==> src/rtl/csma_backoff_engine.sv <==
module csma_backoff_engine #(
  parameter int          NQ        = 4,
  parameter int          US_CYC    = 10,
  parameter logic [15:0] LFSR_SEED = 16'hACE1
) (
  input  logic            clk,
  input  logic            rst_n,
  input  logic [31:0]     csma_cfg,
  input  logic [8*NQ-1:0] cw_cfg,
  input  logic [15:0]     adv_cfg,
  input  logic [7:0]      difs_us,
  input  logic [7:0]      eifs_us,
  input  logic [7:0]      slot_us,
  input  logic [3:0]      retry_ovr,
  input  logic [3:0]      pkt_retry_lim,
  input  logic            chan_busy,
  input  logic            nav_busy,
  input  logic            rx_done,
  input  logic            rx_err,
  input  logic [NQ-1:0]   req,
  input  logic            ack_ok,
  input  logic            ack_timeout,
  output logic [NQ-1:0]   grant,
  output logic            tx_prep,
  output logic            done,
  output logic [4:0]      status,
  output logic [15:0]     bo_slots,
  output logic [3:0]      cw_used
);
  localparam int QW = (NQ > 1) ? $clog2(NQ) : 1;
  localparam int TW = 8 + $clog2(US_CYC + 1);
  localparam int SW = 16;
  localparam int RW = SW + TW;

  typedef enum logic [1:0] {S_IDLE, S_DEFER, S_BO, S_TX} state_t;

  state_t          st;
  logic [QW-1:0]   qsel, sel;
  logic [TW-1:0]   cnt, bcnt, fi_cnt;
  logic [3:0]      att, lim, cw_cur;
  logic            eifs_pend, saw_busy, drawn;
  logic [SW-1:0]   slots_left, lfsr;

  always_comb begin
    sel = '0;
    for (int i = NQ - 1; i >= 0; i--)
      if (req[i]) sel = QW'(i);
  end

  wire             busy_eff = (chan_busy & (fi_cnt == '0)) | (csma_cfg[31] & nav_busy);
  wire             use_eifs = csma_cfg[29] & eifs_pend;
  wire [TW-1:0]    ifs_cyc  = use_eifs     ? TW'(eifs_us) * TW'(US_CYC) :
                              csma_cfg[30] ? TW'(difs_us) * TW'(US_CYC) : '0;
  wire [TW-1:0]    slot_cyc = TW'(slot_us) * TW'(US_CYC);
  wire [TW-1:0]    slot_end = (slot_cyc == '0) ? '0 : slot_cyc - 1'b1;
  wire [TW-1:0]    adv_d    = TW'(adv_cfg[7:0]) * TW'(US_CYC);
  wire [TW-1:0]    adv_b    = TW'(adv_cfg[15:8]) * TW'(US_CYC);
  wire [3:0]       q_max    = cw_cfg[8*qsel+4 +: 4];
  wire [3:0]       cw_eff   = csma_cfg[28] ? cw_cur : cw_cfg[3:0];
  wire [SW:0]      cw_mask  = (17'd1 << cw_eff) - 17'd1;
  wire [SW-1:0]    draw     = lfsr & cw_mask[SW-1:0];
  wire             need_bo  = saw_busy | (att != 4'd0) | drawn;
  wire [3:0]       lim_pick = (retry_ovr != 4'd0) ? retry_ovr : pkt_retry_lim;
  wire [3:0]       att_nx   = att + 4'd1;
  wire [TW:0]      rem_d    = {1'b0, ifs_cyc} - {1'b0, cnt} + 1'b1;
  wire [RW-1:0]    rem_b    = RW'(slots_left) * RW'(slot_cyc) - RW'(bcnt);
  wire             defer_end = (st == S_DEFER) && !busy_eff && (cnt >= ifs_cyc);

  assign grant   = (st == S_TX) ? (NQ'(1) << qsel) : '0;
  assign tx_prep = ((st == S_DEFER) && !need_bo && (rem_d <= {1'b0, adv_d})) ||
                   ((st == S_BO) && (rem_b <= RW'(adv_b)));

  always_ff @(posedge clk or negedge rst_n) begin
    if (!rst_n) begin
      lfsr      <= LFSR_SEED;
      fi_cnt    <= '0;
      eifs_pend <= 1'b0;
    end else begin
      lfsr <= {1'b0, lfsr[SW-1:1]} ^ (lfsr[0] ? 16'hB400 : 16'h0000);
      if (rx_done)              fi_cnt <= TW'(csma_cfg[7:0]) * TW'(US_CYC);
      else if (fi_cnt != '0)    fi_cnt <= fi_cnt - 1'b1;
      if (rx_err)               eifs_pend <= 1'b1;
      else if (defer_end)       eifs_pend <= 1'b0;
    end
  end

  always_ff @(posedge clk or negedge rst_n) begin
    if (!rst_n) begin
      st <= S_IDLE;  qsel <= '0;  cnt <= '0;  bcnt <= '0;
      att <= '0;  lim <= 4'd1;  cw_cur <= '0;  saw_busy <= 1'b0;  drawn <= 1'b0;
      slots_left <= '0;  bo_slots <= '0;  cw_used <= '0;
      done <= 1'b0;  status <= '0;
    end else begin
      done <= 1'b0;
      unique case (st)
        S_IDLE: if (|req) begin
          qsel     <= sel;
          att      <= '0;
          lim      <= (lim_pick == 4'd0) ? 4'd1 : lim_pick;
          cw_cur   <= cw_cfg[8*sel +: 4];
          saw_busy <= 1'b0;
          drawn    <= 1'b0;
          cnt      <= '0;
          bcnt     <= '0;
          bo_slots <= '0;
          cw_used  <= '0;
          st       <= S_DEFER;
        end
        S_DEFER: begin
          if (busy_eff) begin
            cnt      <= '0;
            saw_busy <= 1'b1;
          end else if (cnt >= ifs_cyc) begin
            cnt <= '0;
            if (!need_bo) st <= S_TX;
            else if (!drawn) begin
              drawn      <= 1'b1;
              slots_left <= draw;
              bo_slots   <= draw;
              cw_used    <= cw_eff;
              st         <= (draw == '0) ? S_TX : S_BO;
            end else st <= S_BO;
          end else cnt <= cnt + 1'b1;
        end
        S_BO: begin
          if (busy_eff) begin
            cnt <= '0;
            st  <= S_DEFER;
          end else if (bcnt >= slot_end) begin
            bcnt       <= '0;
            slots_left <= slots_left - 1'b1;
            if (slots_left == 16'd1) st <= S_TX;
          end else bcnt <= bcnt + 1'b1;
        end
        S_TX: begin
          if (ack_ok) begin
            done   <= 1'b1;
            status <= {1'b0, att_nx};
            st     <= S_IDLE;
          end else if (ack_timeout) begin
            if (att_nx >= lim) begin
              done   <= 1'b1;
              status <= {1'b1, att_nx};
              st     <= S_IDLE;
            end else begin
              att      <= att_nx;
              if (csma_cfg[28] && cw_cur < q_max) cw_cur <= cw_cur + 4'd1;
              drawn    <= 1'b0;
              saw_busy <= 1'b0;
              cnt      <= '0;
              bcnt     <= '0;
              st       <= S_DEFER;
            end
          end
        end
        default: st <= S_IDLE;
      endcase
    end
  end
endmodule

==> config.mk <==
export PLATFORM = sky130hd
export DESIGN_NAME = csma_backoff_engine
export DESIGN_NICKNAME = d
export VERILOG_FILES = /design/src/rtl/csma_backoff_engine.sv
export SDC_FILE = /design/constraint.sdc
export NUM_CORES = 1
export LEC_CHECK = 0
export BUFFER_PORTS_ARGS = -buffer_cell sky130_fd_sc_hd__buf_2
export CAP_MARGIN = 30
export CORE_ASPECT_RATIO = 1.4
export CORE_MARGIN = 2
export CORE_UTILIZATION = 40
export CTS_BUF_LIST = sky130_fd_sc_hd__clkbuf_8
export DETAILED_ROUTE_END_ITERATION = 8
export PLACE_DENSITY = 0.69
export SLEW_MARGIN = 20
export SYNTH_ARGS = -nofsm -noshare
export SYNTH_HDL_FRONTEND = slang
export SYNTH_SLANG_ARGS = --single-unit
export TNS_END_PERCENT = 10
==> constraint.sdc <==
create_clock -name clk -period 8.6 [get_ports clk]
set_input_delay 0.86 -clock clk [delete_from_list [all_inputs] [get_ports clk]]
set_output_delay 0.86 -clock clk [all_outputs]
set_load 0.02 [all_outputs]
==> results of run 1 <==
==> routing by layer <==
metal	GRT usage, %	up-vias
met5	0	-
met4	7.40	0
met3	1.36	82
met2	39.3	316
met1	22.7	7012
li1	-	6926
==> path summary, 6_finish.rpt <==
path	start	to	slack (ps)	cells past startpoint
max reg2reg	eifs_pend	slots_left[12]	4530	17
min in group clk	lfsr[6]	lfsr[5]	370	0
min	rst_n	fi_cnt[0]	350	1
max in group asynchronous	rst_n	lfsr[11]	7130	3
max	slot_us[1]	tx_prep	-80	37
min reg2reg	lfsr[6]	lfsr[5]	370	0
==> state kept, by name (all words and copies together) (netlist names) <==
register,count
eifs_pend,1
st,2
fi_cnt,12
drawn,1
cw_cur,4
lfsr,16
cnt,12
lim,4
done,1
bo_slots,16
cw_used,4
qsel,2
slots_left,16
saw_busy,1
bcnt,12
att,4
status,5
==> stage by stage <==
stage                     util (%)  instances
after global routing          48.8       2689
after CTS                     48.7       2686
final                         48.8       2689
after floorplan                  -       1903
after global placement        45.4       2615
after detailed placement      45.5       2618
==> critical path: cells and delay by family <==
| family | cells | cell delay (ps) |
|---|---|---|
| fa+ha+maj | 11 | 3480 |
| compound gates | 8 | 1170 |
| simple gates | 8 | 1170 |
| buf+inv | 7 | 690 |
| xor+xnor | 3 | 420 |
==> report_power, final <==
group / switching [uW] / total (uW) / leakage (uW) / internal [uW]
Sequential: 159 / 773 / 0.00146 / 614
Combinational: 3450 / 6850 / 0.00822 / 3400
Clock: 234 / 519 / 0.000204 / 284
Total: 3840 / 8140 / 0.00989 / 4300
==> synthesized netlist by cell type, drive strengths merged, types with 11 or more instances <==
master / n
a211oi: 14
a21o: 47
a21oi: 99
a31oi: 14
and2: 95
and3: 24
buf: 14
clkbuf: 57
dfrtp: 104
fa: 133
ha: 232
inv: 245
nand2: 201
nand2b: 16
nand3: 44
nand4: 25
nor2: 106
nor2b: 19
nor3: 30
o211ai: 16
o21a: 11
o21ai: 93
o21bai: 13
o31ai: 26
xnor2: 55
xor2: 40
==> kinds of logic after synthesis <==
group                    synth area share (%)
AO/OA/AOI/OAI                            15.8
XOR/XNOR                                 5.11
adder cells (fa/ha/maj)                  34.1
buffers and inverters                    7.41
flip-flops                               17.4
multiplexers                             2.15
AND/OR/NAND/NOR                          17.9
==> cell type report <==
type                    count  area share [%]
repair buffers            291            9.92
inverters                 245            4.68
well taps                 534            3.40
multi-input cells        1474            65.5
clock inverters            15           0.866
clock buffers              17            1.19
flip-flops and latches    113            14.4
==> repair_timing <==
| item | CTS | global route |
|---|---|---|
| hold endpoints to repair | 0 | 0 |
| resized for setup | 116 | 6 |
| cloned | 0 | 0 |
| pin swaps | 128 | 8 |
| endpoints found under the setup margin | 1 | 1 |
| buffers inserted | 36 | 0 |
==> flow_summary.rst, run 1 <==
.. list-table::
   :header-rows: 1

   * - Metric
     - Value
   * - CP dominant cell by count
     - ha_4
   * - Distinct cells, synth
     - 80
   * - Required time of the critical path
     - 7740 ps
   * - First-pass iteration count of the detailed router
     - 5
   * - DRC violations left
     - 0
   * - Detailed-routing wirelength on met1
     - 16900 um
   * - Endpoint class of the critical path
     - output port
   * - IO Port Bufs
     - 134
   * - Placed cell area
     - 0.0183 mm2
   * - Overall overflow remaining after global route
     - 0
   * - Proportion of netlist area held by the largest area contributor
     - 17.8%
   * - Outcome
     - finished with violations
   * - Max IR drop VDD
     - 0.406 mV
   * - Syn-to-layout area delta
     - 20.6%
   * - Async SR Flop Fraction
     - 100%
   * - Worst-case clock skew
     - 17.8 ps
   * - Proportion of synthesized chip area in sequential cells
     - 17.4%
   * - Die boundary width
     - 175 um
   * - Met3 wire length
     - 1160 um
   * - Starting density of the core
     - 40.5%
   * - Count of final setup violators
     - 1
   * - Type of origin of the critical path
     - input pin
   * - Post-synthesis average cell area
     - 8.56 um2
   * - Maximum fanout along the worst path
     - 7
   * - Wire length of the first global-routing pass
     - 71400 um
   * - Iter 0 DRT Violations
     - 614
   * - Min-Delay Path Class
     - in2async
   * - Count of yosys warnings during synthesis
     - 0
   * - Relative slew slack
     - 38.4%
   * - Number of enable-type register cells in the synthesized netlist
     - 0
   * - Max Transition Viols Final
     - 0
   * - Synth area leaders
     - ha_1 (18%), fa_1 (16%), dfrtp_1 (16%)
   * - Wire length per cell after detailed routing
     - 15.8 um
   * - Initial antenna violation count
     - 0
   * - Met2 wire length
     - 22900 um
   * - Pwr/cell area
     - 414 mW/mm2
   * - Shortest clock period the worst path allows after layout
     - 8680 ps
   * - Clk Tree Root Cell
     - clkbuf_8
   * - Clk Latency, worst-skew pair
     - 440 ps
   * - Die area
     - 0.0424 mm2
   * - Largest buffer count on any clock path
     - 2
   * - Ys flop type
     - dfrtp_1
   * - Post-route clock period utilization
     - 101%
   * - Hold-fix buffers at CTS
     - 0
   * - Final std cell area, no fill
     - 0.0197 mm2
   * - Reg area
     - 0.00284 mm2
   * - Count of clock tree sinks
     - 113
   * - Final hold slack
     - 349 ps
   * - Yosys top cell by area
     - ha_1
   * - Maximum clock frequency
     - 115 MHz
   * - Highest routed metal layer
     - met4
   * - Power, Total
     - 8140 uW
   * - Critical Path AT
     - 7820 ps
   * - Maximum number of pins on one net before global-route repair
     - 54
   * - Delay of the slowest cell on the worst path
     - 530 ps
   * - Floorplan Core Area
     - 0.0403 mm2
   * - GR Util All Layers
     - 20.2%
   * - Most common cell after layout, fill and taps aside
     - inv_1
   * - Leakage power of the design
     - 0.00989 uW
   * - RSZ-0062 raised after global routing
     - yes
   * - Height of the chip
     - 243 um
   * - Worst Setup Path Type
     - in2out
   * - Standard-cell rows
     - 87
   * - Fillers
     - 3774
   * - Number of nets in the finished design
     - 2631
   * - Number of nets in the synthesized netlist
     - 2392
   * - Slew of the pin with the lowest slew margin
     - 898 ps
   * - Count of vias placed by the detailed router
     - 14300
   * - Total standard cell area after synthesis
     - 0.0163 mm2
   * - Mapped Cells
     - 1903
   * - Final Hold Violating Endpoints
     - 0
   * - #FFs+latches synth
     - 113
   * - Worst-path clk slew
     - 70 ps
   * - Violations in the final reports
     - negative setup slack
   * - Inserted Diodes
     - 0
   * - Cell with the largest stage delay on the worst path
     - fa_1
   * - Setup Total Neg Slack
     - -75.6 ps
   * - Worst Setup Slack post-DPL
     - -723 ps
   * - Ratio of cells with drive above 1 in the final layout
     - 21.2%
   * - # Max-Cap Violations
     - 0
   * - Via count of the first global-routing pass
     - 15100
   * - Min setup slack post-route
     - -75.6 ps
   * - Maximum level of the CTS H-tree
     - 4
   * - HPWL after detailed placement
     - 34300 um
   * - Number of buffers inserted during clock tree synthesis
     - 17
   * - Total length of routed wires
     - 42400 um
   * - I/O Pins
     - 155
   * - Top library cells by usage in the layout, fill and taps aside
     - inv_1 (243), ha_1 (210), nand2_1 (196)
   * - Number of vias per cell
     - 5.33
   * - Clock tree from TritonCTS
     - done
   * - Area taken by multi-input logic gates
     - 0.0129 mm2
   * - Routability Congestion
     - 0.854
   * - Final antenna-violating net count
     - 0
Note: power is estimated with default switching activity, not from simulation.
==> inputs of run 2 (changes only) <==
Settings changed: MAX_ROUTING_LAYER set to met4.
==> run 2 against run 1 <==
Against the previous run: the run still ends with negative setup slack left; first-iteration DRC count grew 19%; register-to-register slack lost 380 ps; routed wire length up 1.4%; hold slack better by 2.7 ps; critical endpoint unchanged; largest cell class unchanged; largest power group unchanged.
==> flow_summary.rst, run 2 (same netlist as run 1, synthesis figures left out) <==
.. list-table::
   :header-rows: 1

   * - Metric
     - Value
   * - Final hold slack
     - 352 ps
   * - Max Transition Viols Final
     - 0
   * - Min-Delay Path Class
     - in2async
   * - Max IR drop VDD
     - 0.284 mV
   * - Biggest registers after layout
     - bo_slots: 16 flops, lfsr: 16 flops, slots_left: 16 flops
   * - Clock share of power
     - 7.5%
   * - Pwr/cell area
     - 402 mW/mm2
   * - Starting density of the core
     - 40.5%
   * - Most common cell after layout, fill and taps aside
     - inv_1
   * - Inserted Diodes
     - 0
   * - Critical Path AT
     - 7820 ps
   * - Required time of the critical path
     - 7740 ps
   * - Maximum number of pins on one net before global-route repair
     - 54
   * - Iter 0 DRT Violations
     - 731
   * - I/O Pins
     - 155
   * - Reg power frac
     - 9.7%
   * - Number of vias per cell
     - 5.37
   * - DRC violations left
     - 0
   * - Maximum level of the CTS H-tree
     - 4
   * - # Max-Cap Violations
     - 0
   * - Total length of routed wires
     - 42900 um
   * - Internal power
     - 4150 uW
   * - Routability Congestion
     - 0.870
   * - First-pass iteration count of the detailed router
     - 5
   * - Number of buffers inserted during clock tree synthesis
     - 17
   * - Number of nets in the finished design
     - 2626
   * - Ratio of cells with drive above 1 in the final layout
     - 22.2%
   * - Final Hold Violating Endpoints
     - 0
   * - Hold-fix buffers at CTS
     - 0
   * - Worst-path clk slew
     - 80 ps
   * - Switching portion of total power
     - 48.0%
   * - Count of clock tree sinks
     - 113
   * - RSZ-0062 raised after global routing
     - yes
   * - Wire length per cell after detailed routing
     - 16.0 um
   * - Clk Latency, worst-skew pair
     - 430 ps
   * - Delay of the slowest cell on the worst path
     - 550 ps
   * - IO Port Bufs
     - 134
   * - Final antenna-violating net count
     - 0
   * - Worst-case clock skew
     - 14.0 ps
   * - Floorplan Core Area
     - 0.0403 mm2
   * - Worst Setup Path Type
     - in2out
   * - GR Util All Layers
     - 21.0%
   * - Share of total power in combinational logic
     - 82.8%
   * - Power, Total
     - 7980 uW
   * - Via count of the first global-routing pass
     - 14900
   * - Final std cell area, no fill
     - 0.0198 mm2
   * - Fillers
     - 3775
   * - Wire length of the first global-routing pass
     - 70900 um
   * - Clk Tree Root Cell
     - clkbuf_8
   * - Die area
     - 0.0424 mm2
   * - Clock tree from TritonCTS
     - done
   * - NetSw
     - 3830 uW
   * - Type of origin of the critical path
     - input pin
   * - Post-route clock period utilization
     - 101%
   * - Leakage power of the design
     - 0.00990 uW
   * - Syn-to-layout area delta
     - 21.7%
   * - Overall overflow remaining after global route
     - 0
   * - Largest buffer count on any clock path
     - 2
   * - Count of final setup violators
     - 1
   * - Count of vias placed by the detailed router
     - 14400
   * - Relative slew slack
     - 31.8%
   * - Startpoint of the worst register-to-register path
     - eifs_pend
   * - Placed cell area
     - 0.0183 mm2
   * - HPWL after detailed placement
     - 34500 um
   * - Standard-cell rows
     - 87
   * - Slew of the pin with the lowest slew margin
     - 1020 ps
   * - Die boundary width
     - 175 um
   * - Violations in the final reports
     - negative setup slack
   * - Maximum fanout along the worst path
     - 5
   * - Height of the chip
     - 243 um
   * - Initial antenna violation count
     - 0
   * - Maximum clock frequency
     - 115 MHz
   * - Shortest clock period the worst path allows after layout
     - 8680 ps
   * - Outcome
     - finished with violations
   * - CP dominant cell by count
     - fa_1
   * - Endpoint class of the critical path
     - output port
   * - Min setup slack post-route
     - -84.0 ps
   * - Top library cells by usage in the layout, fill and taps aside
     - inv_1 (238), ha_1 (208), nand2_1 (194)
   * - Cell with the largest stage delay on the worst path
     - fa_1
   * - Startpoint of the most critical setup path
     - slot_us[3]
-- run 2: final cells by class --
class,instances,area [um2],area share (%)
clock buffer,18,248,1.25
tap,534,668,3.37
inverter,245,920,4.64
timing repair buffer,283,1890,9.54
multi-input combinational,1477,13000,65.7
clock inverter,14,228,1.15
sequential,113,2840,14.3
-- run 2: path summary, 6_finish.rpt --
check	to	slack (ps)	depth (start not counted)
hold / removal	fi_cnt[0]	350	1
hold reg to reg	lfsr[0]	370	0
setup / recovery	tx_prep	-80	31
max in group asynchronous	lfsr[15]	7110	3
setup reg to reg	slots_left[13]	4150	16
min in group clk	lfsr[0]	370	0
-- run 2: power groups by stage --
stage,logic [uW],clock network (uW),registers [uW]
CTS,6100,608,771
finish,6610,598,776
global route,7350,634,789
floorplan,3720,0,702
detailed placement,5520,0,779
global placement,5340,0,774
-- run 2: worst max-delay path, delay by kind of cell --
family	cells	cell delay [ps]
fa+ha+maj	9	3570
compound gates	9	1770
xor+xnor	1	190
simple gates	6	760
buf+inv	6	680
-- run 2: metal layers --
layer | up-vias | wire length, um | GRT usage [%]
met3 | 96 | 1380 | 1.80
met4 | 0 | 2010 | 9.80
met5 | - | 0 | -
li1 | 6932 | - | -
met2 | 345 | 23100 | 39.4
met1 | 7030 | 16400 | 21.9
-- run 2: per-stage QoR --
stage / setup slack, ps / util (%) / cells / TNS [ps]
floorplan: 1.59 / - / 1903 / 0
global placement: -603 / 45.4 / 2615 / -603
detailed placement: -701 / 45.5 / 2618 / -701
CTS: -74.7 / 48.4 / 2672 / -74.7
global route: -376 / 49.2 / 2684 / -376
finish: -84.0 / 49.2 / 2684 / -84.0
-- run 2: what timing repair did --
item | in CTS | in global routing
buffers inserted | 18 | 11
cloned | 4 | 0
pin swaps | 83 | 73
endpoints found under the setup margin | 1 | 1
gates resized for setup | 99 | 60
==> inputs of run 3 (changes only) <==
Settings changed: CTS_BUF_LIST sky130_fd_sc_hd__clkbuf_8 to unset, SETUP_SLACK_MARGIN set to 0.4.
==> run 3 against run 2 <==
Against the previous run: register-to-register slack better by 340 ps; clock power increased by 25%; cell area decreased by 1.5%; hold slack better by 8.4 ps; sequential power shrank 1%; largest power group unchanged; sequential share of layout area is 0.22 points higher; via count is 0.58% lower; cell count decreased by 1.2%; flip-flop and latch count is the same; critical path depth is 2 higher; critical path type unchanged; clock skew decreased by 2.4 ps; the run still ends with negative setup slack left.
==> flow_summary.rst, run 3 (same netlist as run 1, synthesis figures left out) <==
.. list-table::
   :header-rows: 1

   * - Metric
     - Value
   * - Inserted Diodes
     - 0
   * - Height of the chip
     - 243 um
   * - Area taken by multi-input logic gates
     - 0.0129 mm2
   * - Maximum level of the CTS H-tree
     - 4
   * - First-pass iteration count of the detailed router
     - 5
   * - Clock tree from TritonCTS
     - done
   * - Register-to-register setup slack
     - 4490 ps
   * - Min setup slack post-route
     - -7.67 ps
   * - GR Util All Layers
     - 21.4%
   * - # Max-Cap Violations
     - 0
   * - Wire length of the first global-routing pass
     - 72600 um
   * - Critical Path AT
     - 7750 ps
   * - Wire length per cell after detailed routing
     - 16.1 um
   * - Ratio of cells with drive above 1 in the final layout
     - 20.0%
   * - Iter 0 DRT Violations
     - 564
   * - CP dominant cell by count
     - fa_1
   * - Endpoint class of the critical path
     - output port
   * - Maximum fanout along the worst path
     - 5
   * - Fillers
     - 3840
   * - Most common cell after layout, fill and taps aside
     - inv_1
   * - Pwr/cell area
     - 401 mW/mm2
   * - Number of nets in the finished design
     - 2593
   * - Total length of routed wires
     - 42700 um
   * - Die area
     - 0.0424 mm2
   * - Core utilization of the finished layout
     - 48.5%
   * - IO Port Bufs
     - 134
   * - Standard-cell rows
     - 87
   * - I/O Pins
     - 155
   * - Initial antenna violation count
     - 0
   * - Post-route clock period utilization
     - 100%
   * - Final hold slack
     - 360 ps
   * - Hold Crit Depth
     - 0
   * - Count of clock tree sinks
     - 113
   * - Number of vias per cell
     - 5.40
   * - Syn-to-layout area delta
     - 19.9%
   * - Slew of the pin with the lowest slew margin
     - 975 ps
   * - Leakage power of the design
     - 0.00977 uW
   * - Max IR drop VDD
     - 0.318 mV
   * - Clk Tree Root Cell
     - clkbuf_16
   * - Overall overflow remaining after global route
     - 0
   * - Via count of the first global-routing pass
     - 15500
   * - Required time of the critical path
     - 7740 ps
   * - Worst-path clk slew
     - 60 ps
   * - Worst Setup Path Type
     - in2out
   * - Cell count of the worst reg-to-reg path
     - 16
   * - Shortest clock period the worst path allows after layout
     - 8610 ps
   * - Min-Delay Path Class
     - reg2reg
   * - HPWL after detailed placement
     - 34000 um
   * - Largest buffer count on any clock path
     - 2
   * - Outcome
     - finished with violations
   * - Cell with the largest stage delay on the worst path
     - fa_1
   * - Worst Setup Slack post-DPL
     - -299 ps
   * - Count of final setup violators
     - 1
   * - Biggest registers after layout
     - bo_slots: 16 flops, lfsr: 16 flops, slots_left: 16 flops
   * - RSZ-0062 raised after global routing
     - yes
   * - Violations in the final reports
     - negative setup slack
   * - Endpoint of the most critical register-to-register path
     - slots_left[0]
   * - Floorplan Core Area
     - 0.0403 mm2
   * - Startpoint of the most critical setup path
     - slot_us[3]
   * - DRC violations left
     - 0
   * - Delay of the slowest cell on the worst path
     - 520 ps
   * - Final Hold Violating Endpoints
     - 0
   * - Die boundary width
     - 175 um
   * - Max Transition Viols Final
     - 0
   * - Most Crowded Layer GR
     - met2
   * - Met1 capacity usage during global routing
     - 21.8%
   * - Count of vias placed by the detailed router
     - 14300
   * - Worst hold start
     - lfsr[6]
   * - Reg area
     - 0.00284 mm2
   * - Relative slew slack
     - 34.7%
   * - Maximum number of pins on one net before global-route repair
     - 59
   * - Type of origin of the critical path
     - input pin
   * - Number of buffers inserted during clock tree synthesis
     - 17
   * - Clk Latency, worst-skew pair
     - 420 ps
   * - Met2 global-route usage
     - 40.3%
   * - Routability Congestion
     - 0.891
   * - Maximum clock frequency
     - 116 MHz
   * - Met3 capacity usage during global routing
     - 1.83%
   * - Worst-case clock skew
     - 11.6 ps
   * - Starting density of the core
     - 40.5%
   * - Final antenna-violating net count
     - 0
   * - Hold Path End
     - lfsr[5]
   * - Top library cells by usage in the layout, fill and taps aside
     - inv_1 (239), ha_1 (211), nand2_1 (194)
   * - Setup Total Neg Slack
     - -7.67 ps
   * - Startpoint of the worst register-to-register path
     - eifs_pend
[run 3: changes by cell type in the layout (fill, tap and decap cells not counted), sizes merged]
cell	previous run	this run
buf	282	251
bufinv	5	3
xnor2	57	55
o21a	12	11
inv	248	252
clkinv	5	4
[run 3: layout make-up]
class	count	share of cell area, %
timing repair buffer	253	8.26
tap	534	3.42
multi-input combinational	1474	65.9
clock buffer	17	2.18
clock inverter	15	1.01
sequential	113	14.5
inverter	245	4.71
[run 3: through the flow]
stage	std cells	power, uW	cell area, um2
2_1_floorplan	1903	4620	16600
3_3_place_gp	2598	6180	18400
3_5_place_dp	2598	6320	18400
4_1_cts	2642	7630	19400
5_1_grt	2651	8610	19500
6_report	2651	7840	19500
[run 3: critical path: cells and delay by family]
kind            cells  cell delay (ps)
compound gates      8             1440
xor+xnor            1              190
fa+ha+maj           9             3610
buf+inv             8              930
simple gates        7              720
[run 3: worst max path at each step]
stage | to | slack [ps]
2_1_floorplan | tx_prep | 310
3_3_place_gp | tx_prep | -240
3_5_place_dp | tx_prep | -300
4_1_cts | tx_prep | -2
5_1_grt | tx_prep | -360
6_report | tx_prep | -8
[run 3: what timing repair did]
| action | in CTS | in global routing |
|---|---|---|
| cloned | 0 | 0 |
| setup buffers | 12 | 6 |
| hold buffers | 0 | 0 |
| pin swaps | 74 | 26 |
| gates resized for setup | 50 | 21 |
| endpoints found under the setup margin | 1 | 1 |
[run 3: where the power goes]
group	switching (uW)	total (uW)	internal (uW)	leakage, uW
sequential	150	765	615	0.00146
clock	284	749	465	0.000305
combinational	3360	6320	2970	0.00800
total	3790	7840	4050	0.00977
[run 3: per-layer routing]
layer  part of all wire, %  up-vias
li1                      -     6868
met1                    38     6981
met2                    55      339
met3                   2.8      132
met4                   5.1        0
met5                     0        -
